File: src/rtl/sync_stamp_pkg.sv
package sync_stamp_pkg;
  localparam int REG_W = 32;
  localparam int N_CH  = 2;

  typedef enum logic [1:0] {
    ADDR_EXT  = 2'd0,
    ADDR_NET  = 2'd1,
    ADDR_TGT  = 2'd2,
    ADDR_NONE = 2'd3
  } reg_addr_e;
endpackage

File: src/rtl/sync_stamp_edge.sv
module sync_stamp_edge #(
  parameter int STAGES = 2
) (
  input  logic clk_i,
  input  logic rst_ni,
  input  logic async_i,
  output logic rise_o
);
  // q[STAGES-1] is the synchronised level, q[STAGES] its previous value
  logic [STAGES:0] q;

  always_ff @(posedge clk_i or negedge rst_ni) begin
    if (!rst_ni) q <= '0;
    else         q <= {q[STAGES-1:0], async_i};
  end

  assign rise_o = q[STAGES-1] & ~q[STAGES];
endmodule

File: src/rtl/sync_stamp_timebase.sv
module sync_stamp_timebase #(
  parameter int CNT_W  = 20,
  parameter int PERIOD = 500000
) (
  input  logic             clk_i,
  input  logic             rst_ni,
  output logic [CNT_W-1:0] cnt_o
);
  localparam logic [CNT_W-1:0] LAST = CNT_W'(PERIOD - 1);

  always_ff @(posedge clk_i or negedge rst_ni) begin
    if (!rst_ni)            cnt_o <= '0;
    else if (cnt_o == LAST) cnt_o <= '0;
    else                    cnt_o <= cnt_o + 1'b1;
  end
endmodule

File: src/rtl/sync_stamp_capture.sv
module sync_stamp_capture #(
  parameter int CNT_W = 20
) (
  input  logic             clk_i,
  input  logic             rst_ni,
  input  logic [CNT_W-1:0] cnt_i,
  input  logic             trig_i,
  input  logic             read_i,
  output logic [CNT_W-1:0] value_o,
  output logic             stale_o
);
  always_ff @(posedge clk_i or negedge rst_ni) begin
    if (!rst_ni) begin
      value_o <= '0;
      stale_o <= 1'b1;
    end else if (trig_i) begin
      // capture wins over a simultaneous read
      value_o <= cnt_i;
      stale_o <= 1'b0;
    end else if (read_i) begin
      stale_o <= 1'b1;
    end
  end
endmodule

File: src/rtl/sync_stamp_unit.sv
module sync_stamp_unit
  import sync_stamp_pkg::*;
#(
  parameter int CNT_W  = 20,
  parameter int PERIOD = 500000,
  parameter int STAGES = 2
) (
  input  logic             clk_i,
  input  logic             rst_ni,
  input  logic             ext_sync_i,
  input  logic             net_irq_i,
  input  logic [1:0]       addr_i,
  input  logic             wr_en_i,
  input  logic [REG_W-1:0] wdata_i,
  input  logic             rd_en_i,
  output logic [REG_W-1:0] rdata_o,
  output logic             int_sync_o
);
  localparam int PAD = REG_W - CNT_W - 1;

  logic [CNT_W-1:0] cnt_q;
  logic [N_CH-1:0]  ev_in;
  logic [N_CH-1:0]  rise;
  logic [N_CH-1:0]  stale;
  logic [CNT_W-1:0] cap [N_CH];
  logic [CNT_W-1:0] tgt_q;
  logic             rst_flag_q;
  logic             unused_wdata;

  assign ev_in        = {net_irq_i, ext_sync_i};
  assign unused_wdata = ^wdata_i[PAD:0];

  sync_stamp_timebase #(.CNT_W(CNT_W), .PERIOD(PERIOD)) i_timebase (
    .clk_i  (clk_i),
    .rst_ni (rst_ni),
    .cnt_o  (cnt_q)
  );

  for (genvar g = 0; g < N_CH; g++) begin : g_ch
    sync_stamp_edge #(.STAGES(STAGES)) i_edge (
      .clk_i   (clk_i),
      .rst_ni  (rst_ni),
      .async_i (ev_in[g]),
      .rise_o  (rise[g])
    );
    sync_stamp_capture #(.CNT_W(CNT_W)) i_cap (
      .clk_i   (clk_i),
      .rst_ni  (rst_ni),
      .cnt_i   (cnt_q),
      .trig_i  (rise[g]),
      .read_i  (rd_en_i && (addr_i == 2'(g))),
      .value_o (cap[g]),
      .stale_o (stale[g])
    );
  end

  always_ff @(posedge clk_i or negedge rst_ni) begin
    if (!rst_ni) begin
      tgt_q      <= '0;
      rst_flag_q <= 1'b1;
    end else if (wr_en_i && addr_i == ADDR_TGT) begin
      tgt_q      <= wdata_i[REG_W-1 -: CNT_W];
      rst_flag_q <= 1'b0;
    end
  end

  assign int_sync_o = !rst_flag_q && (cnt_q == tgt_q);

  always_comb begin
    case (addr_i)
      ADDR_EXT: rdata_o = {cap[0], {PAD{1'b0}}, stale[0]};
      ADDR_NET: rdata_o = {cap[1], {PAD{1'b0}}, stale[1]};
      ADDR_TGT: rdata_o = {tgt_q,  {PAD{1'b0}}, rst_flag_q};
      default:  rdata_o = '0;
    endcase
  end
endmodule

File: config.mk
export PLATFORM = sky130hd
export DESIGN_NAME = sync_stamp_unit
export DESIGN_NICKNAME = d
export VERILOG_FILES = /design/src/rtl/sync_stamp_pkg.sv /design/src/rtl/sync_stamp_edge.sv /design/src/rtl/sync_stamp_timebase.sv /design/src/rtl/sync_stamp_capture.sv /design/src/rtl/sync_stamp_unit.sv
export SDC_FILE = /design/constraint.sdc
export NUM_CORES = 1
export LEC_CHECK = 0
export BUFFER_PORTS_ARGS = -buffer_cell sky130_fd_sc_hd__clkbuf_2
export CORE_ASPECT_RATIO = 0.7
export CORE_MARGIN = 3
export CORE_UTILIZATION = 60
export DETAILED_ROUTE_END_ITERATION = 16
export GPL_TIMING_DRIVEN = 1
export PLACE_DENSITY = 0.84
export SYNTH_ARGS = -nofsm -noshare
export SYNTH_HDL_FRONTEND = slang
export SYNTH_SLANG_ARGS = --single-unit
File: constraint.sdc
create_clock -name clk_i -period 2.69 [get_ports clk_i]
set_input_delay 0.1345 -clock clk_i [delete_from_list [all_inputs] [get_ports clk_i]]
set_output_delay 0.1345 -clock clk_i [all_outputs]
set_load 0.005 [all_outputs]
# Yosys cells after proc, flatten, opt, wreduce, memory -nomap -nowiden
# Cells that the tools add are included.
[classes] n_eq_ne=4 n_bitwise=4 reduce_logical=8 addsub=1 mux=6
[ops] operator="$pmux W32 S3" count=1
[ops] operator="$add A20 B1 Y20 const B" count=1
[ops] operator="$eq A20 B19 Y1 const B" count=1
[ops] operator="$eq A20 B20 Y1" count=1
[ops] operator="$mux W20" count=1
[ops] operator="$logic_and A1 B1 Y1" count=4
[ops] operator="$mux W1" count=4
[ops] operator="$reduce_bool A2 Y1" count=2
[ops] operator="$and A1 B1 Y1" count=2
[ops] operator="$eq A2 B1 Y1 const B" count=1
[ops] operator="$eq A2 B2 Y1 const B" count=1
[ops] operator="$logic_not A2 Y1" count=1
[ops] operator="$not A1 Y1" count=2
[ops] operator="$logic_not A1 Y1" count=1
[totals] reg_bits=89 input_bits=40

# Depth between registers and ports, before layout
# Gate-level depths: netlist (run 1).
[logic_depth] ltp_word=4 depth_mapped=5 depth_no_buf=5

# Cells and area by module
# A second synthesis (run 1) with hierarchy kept.
[hier_totals] hier_cells=344 hier_area_um2=4376.7
[by_module_without_submodules] mod="sync_stamp_capture" seq_area_each_um2=526.8 n_inst=2 area_each_um2=855.8 cells_per_inst=44
[by_module_without_submodules] mod="sync_stamp_unit" seq_area_each_um2=526.8 n_inst=1 area_each_um2=1536.5 cells_per_inst=157
[by_module_without_submodules] mod="sync_stamp_timebase" seq_area_each_um2=500.5 n_inst=1 area_each_um2=950.9 cells_per_inst=91
[by_module_without_submodules] mod="sync_stamp_edge" seq_area_each_um2=75.1 n_inst=2 area_each_um2=88.8 cells_per_inst=4

# Least setup slack after synthesis (run 1)
# No wires, ideal clock.
[synth_path] path_kind="reg2reg" from="reg i_timebase.cnt_o[0]" to="reg i_timebase.cnt_o[16]" t_arrival_ns=1.407 stages_incl_launch_ff=6 period_less_slack_ns=1.540 setup_slack_ns=1.150 path_cell_list="dfrtp_1 -> ha_1 -> nand4_1 -> nor4_1 -> xnor2_1 -> nor2_1"
[synth_via] elab_chain_len=2 word_cells_on_any_way=3 classes_between="add/sub: 1; eq/ne: 1; mux: 1"
[synth_lines] element="from (decl)" line="sync_stamp_timebase.sv:7" text="output logic [CNT_W-1:0] cnt_o"
[synth_lines] element="from (signal assigned)" line="sync_stamp_timebase.sv:14" text="else cnt_o <= cnt_o + 1'b1;"
[synth_lines] element="$add A20 B1 Y20 or $eq A20 B19 Y1 (tied branches)" line="sync_stamp_timebase.sv:14, sync_stamp_timebase.sv:13"
[synth_lines] element="$mux W20 (*)" line="sync_stamp_timebase.sv:13" text="else if (cnt_o == LAST) cnt_o <= '0;"
# Every way passes the cells marked *; elsewhere a longest branch is shown, timed or not.
# A chain may end at the register's enable or synchronous reset.

# Worst setup path after layout (run 1)
[layout_path] from="reg i_timebase.cnt_o[8]" to="out int_sync_o"
[layout_via] elab_chain_len=2
[layout_lines] element="$eq A20 B20 Y1" line="sync_stamp_unit.sv:67" text="assign int_sync_o = !rst_flag_q && (cnt_q == tgt_q);"
[layout_lines] element="$logic_and A1 B1 Y1" line="sync_stamp_unit.sv:67"
[layout_lines] element="to (decl)" line="sync_stamp_unit.sv:17" text="output logic int_sync_o"
# Every way passes these cells.

==> results of run 1 <==
routing by layer:
metal	share of wire (%)	GRT usage (%)	wire length, um	vias up
met5	0	0	0	-
met4	1.3	7.918	123	0
met3	5.9	6.774	544	16
met2	47	36.06	4293	89
met1	46	32.99	4224	1462
li1	-	-	-	1335
power by group:
part	leakage, nW	switching [mW]	internal [mW]	total, mW
Sequential	1.13	0.0742	1.42	1.49
Clock	0.0909	0.445	0.457	0.901
Combinational	1.14	0.162	0.181	0.342
state kept, by name (all words and copies together), names as in the netlist:
signal and cells:
g_ch.i_cap.stale_o 2, g_ch.i_cap.value_o 40, g_ch.i_edge.q 6, i_timebase.cnt_o 20
rst_flag_q 1, tgt_q 20
logic make-up after synthesis:
group / count (synthesis) / synth area share (%)
and+or+nand+nor: 84 / 10.82
muxes: 83 / 21.24
other: 1 / 0.08792
AOI/OAI and AO/OA: 24 / 2.875
adders and majority gates: 1 / 0.2933
DFF: 89 / 52.30
buffers and inverters: 40 / 4.987
xor gates and xnor gates: 36 / 7.392
stage by stage:
| step | setup WS, ns | hold slack [ns] | power (mW) | cells | instance area, um^2 |
|---|---|---|---|---|---|
| 2_1_floorplan | 1.150 | -0.1611 | 1.703 | 368 | 4303 |
| 3_3_place_gp | 0.8117 | 0.1223 | 1.822 | 481 | 4524 |
| 4_1_cts | 0.3662 | 0.002310 | 2.752 | 517 | 4915 |
| 3_5_place_dp | 0.7692 | 0.1286 | 1.835 | 481 | 4524 |
| 6_report | 0.3536 | 0.01126 | 2.737 | 519 | 4935 |
| 5_1_grt | 0.2446 | 0.01979 | 2.858 | 519 | 4935 |
cell type report:
cell class | instances | area (um^2)
flip-flops and latches | 89 | 2231
fillers | 486 | 1884
multi-input cells | 239 | 1864
repair buffers | 78 | 520.5
clock buffers | 14 | 152.6
well taps | 94 | 117.6
clock inverters | 2 | 37.54
inverters | 3 | 11.26
worst register-to-register path, cell delays in order (launching register included):
cell	delay [ns]
dfrtp_1	0.49
ha_1	0.28
nand4_1	0.27
nor4_2	0.37
mux2i_1	0.23
nor3_1	0.07
worst paths after layout:
path / endpoint / start / slack, ns
min in group asynchronous: g_ch[1].i_edge.q[0]$_DFF_PN0_ / rst_ni / 0.28
worst min-delay path: tgt_q[9]$_DFFE_PN0P_ / wdata_i[21] / 0.01
worst min register to register: g_ch[1].i_edge.q[1]$_DFF_PN0_ / g_ch[1].i_edge.q[0]$_DFF_PN0_ / 0.36
worst max-delay path: int_sync_o / i_timebase.cnt_o[8]$_DFF_PN0_ / 0.35
max in group asynchronous: rst_flag_q$_DFFE_PN1P_ / rst_ni / 1.66
worst max register to register: i_timebase.cnt_o[18]$_DFF_PN0_ / i_timebase.cnt_o[0]$_DFF_PN0_ / 0.86
repair_timing:
action                                  in CTS  in global routing
endpoints found under the setup margin       0                  0
endpoints found under the hold margin       54                  2
hold buffers                                20                  2
cell usage in the layout (no fill, tap or decap), types with 8 or more instances in the layout:
master         instances
dfrtp_1               86
buf_4                  8
clkbuf_8              10
xnor2_1               13
mux2i_1               23
clkbuf_2              48
o21ai_0               21
dlygate4sd3_1         22
mux2_2                60
xor2_1                23
nand3_1               10
nor2_1                14
conb_1                11
nand2_1               27
==> metrics, run 1 <==
status finished, final reports clean; leakage power 2.359 nW; initial antenna violation count 0; ys async rst share 100.0%; DRT iter0 DRCs 160; WL per Instance 17.70 um; leading area contributor after synthesis dfrtp_1; first-pass detailed-route iteration total 6; largest net degree at the start of global routing 40; clk slew on worst S/H paths 0.08 ns; max-cap violation count 0; GPL Wtd Cong 0.8685; Vias/cell 5.592; Max Clock Freq 428.0 MHz; Syn Area/Cell 11.91 um^2; Post-synth top cells dfrtp_1, mux2_2, nand2_1; max_slew headroom 65.67%; final setup fails 0; sequential-to-total area share from yosys stat 52.30%; post-CTS resize count 0; area grow syn2layout 15.69%; Mapped Area 0.004265 mm^2; CTS Buf Count 9; FF-to-FF path depth 5; Hold Vio Cnt, Final 0; cells after synthesis 358; Worst setup EP type output port; power per cell area 554.7 mW/mm^2; delay-heaviest family, CP simple AND/OR/NAND/NOR gates; first-pass GRT wire length 14.95 mm; Die Width 106.8 um; maximum VDD drop 0.3963 mV; count leader, synth dfrtp_1; HPWL Detailed 6.042 mm; crit path max-delay cell type dfrtp_1; number of buffers added for setup after CTS 0; share of cells above drive strength 1 32.47%; synthesized flop and latch total 89; Worst Path Buf+Inv 1; clock skew 0.006701 ns; CTS tree built; via count 2,902; CP Cell Sequence xor2_1 > nor4_1 > nand4_1 > nor4_1 > clkbuf_2; Critical Path RT 2.56 ns; Port-buffer cells 49; ANT cells 0; clock latency on the worst-skew pair 0.37 ns; yosys warns 0; Hold Path Depth 2; Hold Path Class input port to flip-flop; WL final 9.186 mm; CTS sink cnt 89; Unique masters post-synth 32; Fin Setup TNS 0 ns; io pins 73; Initial Util 62.55%; RSZ-0062 raised after global routing false; final worst path period share 86.86%; clock buffer depth 2; WP depth 5; crit start category flip-flop; critical path peak fanout 9; Die Area 0.008173 mm^2; CP dominant cell by count nor4_1; die outline height 76.54 um; final-stage net count 461; total gr overflow 0; Slew Viols, Final 0; CP peak stage delay 0.51 ns; core area 0.006819 mm^2; utilization after layout 72.37%; CP Class flip-flop to output port; total global-route track usage 23.71%; WP data arrival 2.20 ns; residual DRC count 0; Rows 25; Yosys top cell area share 50.45%; largest cells by area after synthesis dfrtp_1, mux2_2, mux2i_1; Post-synth top flop dfrtp_1; CTS Root Buffer Type clkbuf_8; number of flops mapped to enable cells by yosys 0; Tmin final 2.336 ns; Slew @ Worst Pin 0.5150 ns; htree depth 3; Routed Antenna Nets 0; vias in the first global route 2,953
No activity file was read; power rests on OpenSTA's default activity.
==> run 2, diff against run 1 <==
--- a/config.mk
+++ b/config.mk
@@ -7,7 +7,6 @@
 export LEC_CHECK = 0
 export BUFFER_PORTS_ARGS = -buffer_cell sky130_fd_sc_hd__clkbuf_2
 export CORE_ASPECT_RATIO = 0.7
-export CORE_MARGIN = 3
 export CORE_UTILIZATION = 60
 export DETAILED_ROUTE_END_ITERATION = 16
 export GPL_TIMING_DRIVEN = 1
==> constraint.sdc (replaced) <==
create_clock -name clk_i -period 2.69 [get_ports clk_i]
set_input_delay 0.538 -clock clk_i [delete_from_list [all_inputs] [get_ports clk_i]]
set_output_delay 0.538 -clock clk_i [all_outputs]
set_load 0.005 [all_outputs]
==> metrics, run 2 (synthesized netlist as in run 1, its figures left out) <==
status finished, final reports clean (unchanged); core area 0.006819 mm^2 (unchanged); Slew Viols, Final 0 (unchanged); final worst slack 0.1421 ns (was 0.3536 ns); Fin Setup TNS 0 ns (unchanged); area grow syn2layout 12.55% (was 15.69%); r2r setup slk 0.82 ns (was 0.86 ns); Die Area 0.007455 mm^2 (was 0.008173 mm^2); htree depth 3 (unchanged); final worst path period share 94.72% (was 86.86%); pre-CTS WS 0.3984 ns (was 0.7692 ns); maximum VDD drop 0.4471 mV (was 0.3963 mV); die outline height 72.54 um (was 76.54 um); Vias/cell 5.560 (was 5.592); Die Width 102.8 um (was 106.8 um); commonest cells after routing, fill and taps aside dfrtp_1, mux2_2, clkbuf_2 (unchanged); CTS sink cnt 89 (unchanged); crit path max-delay cell type dfrtp_2 (was dfrtp_1); DRT iter0 DRCs 153 (was 160); number of buffers added for setup after CTS 0 (unchanged); CP dominant cell by count nor4_1 (unchanged); max-cap violation count 0 (unchanged); residual DRC count 0 (unchanged); leakage power 2.301 nW (was 2.359 nW); power per cell area 574.7 mW/mm^2 (was 554.7 mW/mm^2); Worst Path Buf+Inv 1 (unchanged); clock latency on the worst-skew pair 0.39 ns (was 0.37 ns); final setup fails 0 (unchanged); CTS Root Buffer Type clkbuf_8 (unchanged); multi-input logic area 0.001868 mm^2 (was 0.001864 mm^2); final-stage net count 446 (was 461); RSZ-0062 raised after global routing false (unchanged); clock skew 0.01245 ns (was 0.006701 ns); ANT cells 0 (unchanged); largest net degree at the start of global routing 39 (was 40); # fillers 530 (was 486); WP data arrival 2.01 ns (was 2.20 ns); CTS Buf Count 9 (unchanged); WL final 8.833 mm (was 9.186 mm); Tmin final 2.548 ns (was 2.336 ns); max_slew headroom 64.58% (was 65.67%); total global-route track usage 26.64% (was 23.71%); initial antenna violation count 0 (unchanged); Top Registers g_ch.i_cap.value_o (40), i_timebase.cnt_o (20), tgt_q (20) (unchanged); HPWL Detailed 6.218 mm (was 6.042 mm); critical path peak fanout 11 (was 9); Max Clock Freq 392.5 MHz (was 428.0 MHz); Worst setup EP type output port (unchanged); WL per Instance 17.53 um (was 17.70 um); Port-buffer cells 49 (unchanged); CP Class flip-flop to output port (unchanged); Slew @ Worst Pin 0.5299 ns (was 0.5150 ns); clock buffer depth 2 (unchanged); max reg flops 40 (unchanged); CTS tree built (unchanged); Reg with most FFs g_ch.i_cap.value_o (unchanged); vias in the first global route 2,833 (was 2,953); Hold Vio Cnt, Final 0 (unchanged); Critical Path RT 2.15 ns (was 2.56 ns); first-pass GRT wire length 14.31 mm (was 14.95 mm); Initial Util 62.55% (unchanged); clk slew on worst S/H paths 0.09 ns (was 0.08 ns); GPL Wtd Cong 0.8453 (was 0.8685); CP Cell Sequence xor2_1 > nor4_1 > nand4_1 > nor4_1 > clkbuf_2 (unchanged); crit start category flip-flop (unchanged); io pins 73 (unchanged); share of cells above drive strength 1 36.83% (was 32.47%); Register Area 0.002233 mm^2 (was 0.002231 mm^2); total gr overflow 0 (unchanged); CP peak stage delay 0.51 ns (about the same); Routed Antenna Nets 0 (unchanged); delay-heaviest family, CP simple AND/OR/NAND/NOR gates (unchanged); Rows 25 (unchanged); via count 2,802 (was 2,902); Hold Path Class input port to asynchronous set/reset pin (was input port to flip-flop); commonest non-fill, non-tap cell in the layout dfrtp_1 (unchanged); first-pass detailed-route iteration total 4 (was 6)
==> run 2: cell count changes in the layout (fill, tap and decap cells not counted) <==
cell and delta:
buf_12 +1, dfrtp_2 +2, buf_4 +6, dlygate4sd3_1 -22, nor4_1 -1, clkinvlp_4 +4
nor4_2 +1, nor2b_1 +1, clkbuf_1 -4, nor2b_2 -1, dfrtp_1 -2
==> run 2: final timing paths <==
kind / start / end / cells past startpoint
setup / recovery: i_timebase.cnt_o[2]$_DFF_PN0_ / int_sync_o / 5
hold reg to reg: g_ch[0].i_edge.q[0]$_DFF_PN0_ / g_ch[0].i_edge.q[1]$_DFF_PN0_ / 0
hold / removal: rst_ni / i_timebase.cnt_o[9]$_DFF_PN0_ / 1
min in group clk_i: ext_sync_i / g_ch[0].i_edge.q[0]$_DFF_PN0_ / 1
setup reg to reg: i_timebase.cnt_o[1]$_DFF_PN0_ / i_timebase.cnt_o[18]$_DFF_PN0_ / 4
max in group asynchronous: rst_ni / rst_flag_q$_DFFE_PN1P_ / 2
==> run 2: what timing repair did <==
action	CTS	global route
endpoints found under the setup margin	1	1
hold buffers	0	0
resized for setup	1	2
==> run 2: power breakdown <==
group	switching, mW	total (mW)	internal (mW)
clock network	0.491	0.945	0.453
registers	0.0735	1.49	1.42
logic	0.158	0.322	0.164
==> run 2: cell type report <==
cell class / count / share of cell area [%]
clock inverter: 6 / 1.407
inverter: 3 / 0.2346
sequential: 89 / 46.52
tap: 94 / 2.450
multi-input combinational: 239 / 38.91
clock buffer: 10 / 2.867
timing repair buffer: 63 / 7.610
==> run 2: metal layers <==
layer	wire length [um]	share of wire [%]	vias up	track usage [%]
met5	0	0	-	0
met4	125	1.4	0	10.64
li1	-	-	1306	-
met1	4217	48	1401	37.02
met2	3968	45	82	39.78
met3	521	5.9	13	7.611
==> run 2: worst register-to-register path, delay by kind of cell, from the launching register on <==
kind                     cells  cell delay [ns]
AND/OR/NAND/NOR              3             0.94
flip-flops                   1             0.50
adder cells (fa/ha/maj)      1             0.29
==> run 2: through the flow <==
| step | total power [mW] | cells | hold WS (ns) | utilization, % | instance area, um^2 |
|---|---|---|---|---|---|
| 2_1_floorplan | 1.703 | 368 | 0.2424 | - | 4303 |
| 3_3_place_gp | 1.824 | 488 | 0.3338 | 67.27 | 4587 |
| 3_5_place_dp | 1.839 | 488 | 0.3372 | 67.27 | 4587 |
| 4_1_cts | 2.777 | 504 | 0.1184 | 70.37 | 4798 |
| 5_1_grt | 2.866 | 504 | 0.1464 | 70.40 | 4801 |
| 6_report | 2.759 | 504 | 0.1132 | 70.40 | 4801 |
==> run 3, diff against run 2 <==
--- a/config.mk
+++ b/config.mk
@@ -9,7 +9,7 @@
 export CORE_ASPECT_RATIO = 0.7
 export CORE_UTILIZATION = 60
 export DETAILED_ROUTE_END_ITERATION = 16
-export GPL_TIMING_DRIVEN = 1
+export GPL_TIMING_DRIVEN = 0
 export PLACE_DENSITY = 0.84
 export SYNTH_ARGS = -nofsm -noshare
 export SYNTH_HDL_FRONTEND = slang
==> metrics, run 3 (synthesized netlist as in run 1, its figures left out) <==
number of buffers added for setup after CTS 0 (unchanged); GPL Wtd Cong 0.8658 (was 0.8453); final hold slack 0.1691 ns (was 0.1132 ns); Critical Path RT 2.15 ns (about the same); Reg with most FFs g_ch.i_cap.value_o (unchanged); htree depth 3 (unchanged); via count 2,893 (was 2,802); WP data arrival 2.07 ns (was 2.01 ns); core area 0.006819 mm^2 (unchanged); clock latency on the worst-skew pair 0.37 ns (was 0.39 ns); final-stage net count 465 (was 446); Fin Setup TNS 0 ns (unchanged); CP Class flip-flop to output port (unchanged); largest net degree at the start of global routing 54 (was 39); Rows 25 (unchanged); clk slew on worst S/H paths 0.08 ns (was 0.09 ns); clock skew 0.009272 ns (was 0.01245 ns); Hold Path Class input port to asynchronous set/reset pin (unchanged); maximum VDD drop 0.5190 mV (was 0.4471 mV); CTS tree built (unchanged); power per cell area 582.1 mW/mm^2 (was 574.7 mW/mm^2); Worst setup EP type output port (unchanged); final setup fails 0 (unchanged); initial antenna violation count 0 (unchanged); max_slew headroom 50.66% (was 64.58%); Slew Viols, Final 0 (unchanged); total gr overflow 0 (unchanged); WL final 9.291 mm (was 8.833 mm); Hold Vio Cnt, Final 0 (unchanged); share of cells above drive strength 1 38.00% (was 36.83%); total global-route track usage 27.75% (was 26.64%); leakage power 2.390 nW (was 2.301 nW); crit start category flip-flop (unchanged); Tmin final 2.608 ns (was 2.548 ns); Port-buffer cells 48 (was 49); WL per Instance 17.76 um (was 17.53 um); DRT iter0 DRCs 118 (was 153); critical path peak fanout 9 (was 11); CTS sink cnt 89 (unchanged); first-pass GRT wire length 14.78 mm (was 14.31 mm); vias in the first global route 2,866 (was 2,833); commonest non-fill, non-tap cell in the layout dfrtp_1 (unchanged); clock buffer depth 2 (unchanged); Routed Antenna Nets 0 (unchanged); Slew @ Worst Pin 0.7401 ns (was 0.5299 ns); RSZ-0062 raised after global routing false (unchanged); commonest cells after routing, fill and taps aside dfrtp_1, mux2_2, clkbuf_2 (unchanged); Top Registers g_ch.i_cap.value_o (40), i_timebase.cnt_o (20), tgt_q (20) (unchanged); ANT cells 0 (unchanged); CTS Buf Count 9 (unchanged); Post-Place Cell Area 0.004691 mm^2 (was 0.004587 mm^2); residual DRC count 0 (unchanged); io pins 73 (unchanged); max reg flops 40 (unchanged); Vias/cell 5.532 (was 5.560); die outline height 72.54 um (unchanged); Max Clock Freq 383.4 MHz (was 392.5 MHz); Die Area 0.007455 mm^2 (unchanged); area grow syn2layout 15.78% (was 12.55%); Initial Util 62.55% (unchanged); hold-fix buffers at CTS 0 (unchanged); max-cap violation count 0 (unchanged); CTS Root Buffer Type clkbuf_8 (unchanged); final worst path period share 96.96% (was 94.72%); HPWL Detailed 6.527 mm (was 6.218 mm); status finished, final reports clean (unchanged); Final Cell Area 0.004938 mm^2 (was 0.004801 mm^2); first-pass detailed-route iteration total 4 (unchanged); Die Width 102.8 um (unchanged)
==> run 3: repair_timing <==
action,CTS,global route
endpoints found under the setup margin,1,1
pin swaps,0,4
gates resized for setup,3,7
==> run 3: layout make-up <==
| cell class | count | area [um^2] |
|---|---|---|
| inverter | 3 | 11.26 |
| sequential | 89 | 2233 |
| multi-input combinational | 239 | 1886 |
| fill | 501 | 1881 |
| clock inverter | 6 | 90.09 |
| buffer | 33 | 192.7 |
| clock buffer | 10 | 137.6 |
| tap | 94 | 117.6 |
| timing repair buffer | 49 | 270.3 |
==> run 3: power by group <==
group | switching, mW | total [mW] | internal, mW | leakage [nW]
registers | 0.0718 | 1.49 | 1.42 | 1.13
logic | 0.171 | 0.345 | 0.174 | 1.15
clock network | 0.487 | 1.04 | 0.551 | 0.113
total | 0.730 | 2.87 | 2.14 | 2.39
==> run 3: critical path: stages (launching register included) <==
cell,delay [ns]
dfrtp_1,0.38
buf_6,0.14
xor2_1,0.17
nor4_2,0.36
nand4_1,0.16
nor4_2,0.32
buf_2,0.16
==> run 3: stage by stage <==
| step | util [%] | total power, mW | setup slack, ns | cells |
|---|---|---|---|---|
| floorplan | - | 1.703 | 0.8270 | 368 |
| global placement | 68.35 | 1.830 | 0.1478 | 510 |
| detailed placement | 68.79 | 1.850 | 0.2835 | 511 |
| CTS | 72.35 | 2.887 | 0.01451 | 526 |
| global route | 72.42 | 2.987 | 0.006340 | 523 |
| finish | 72.42 | 2.875 | 0.08186 | 523 |
==> run 3: per-layer routing <==
metal	wire length, um	GRT usage (%)	vias to the layer above
met3	494	8.767	15
met2	4332	41.70	92
met5	0	0	-
met4	170	10.33	0
li1	-	-	1347
met1	4293	38.03	1439
==> run 3: final timing paths <==
| check | start | to | slack [ns] | depth (start not counted) |
|---|---|---|---|---|
| worst max-delay path | i_timebase.cnt_o[8]$_DFF_PN0_ | int_sync_o | 0.08 | 6 |
| worst min-delay path | rst_ni | g_ch[1].i_edge.q[0]$_DFF_PN0_ | 0.17 | 1 |
| worst max register to register | i_timebase.cnt_o[1]$_DFF_PN0_ | i_timebase.cnt_o[18]$_DFF_PN0_ | 0.87 | 5 |
| worst min register to register | g_ch[0].i_edge.q[0]$_DFF_PN0_ | g_ch[0].i_edge.q[1]$_DFF_PN0_ | 0.37 | 0 |
| max in group asynchronous | rst_ni | g_ch[1].i_cap.stale_o$_DFFE_PN1P_ | 1.84 | 2 |
| min in group clk_i | net_irq_i | g_ch[1].i_edge.q[0]$_DFF_PN0_ | 0.27 | 1 |
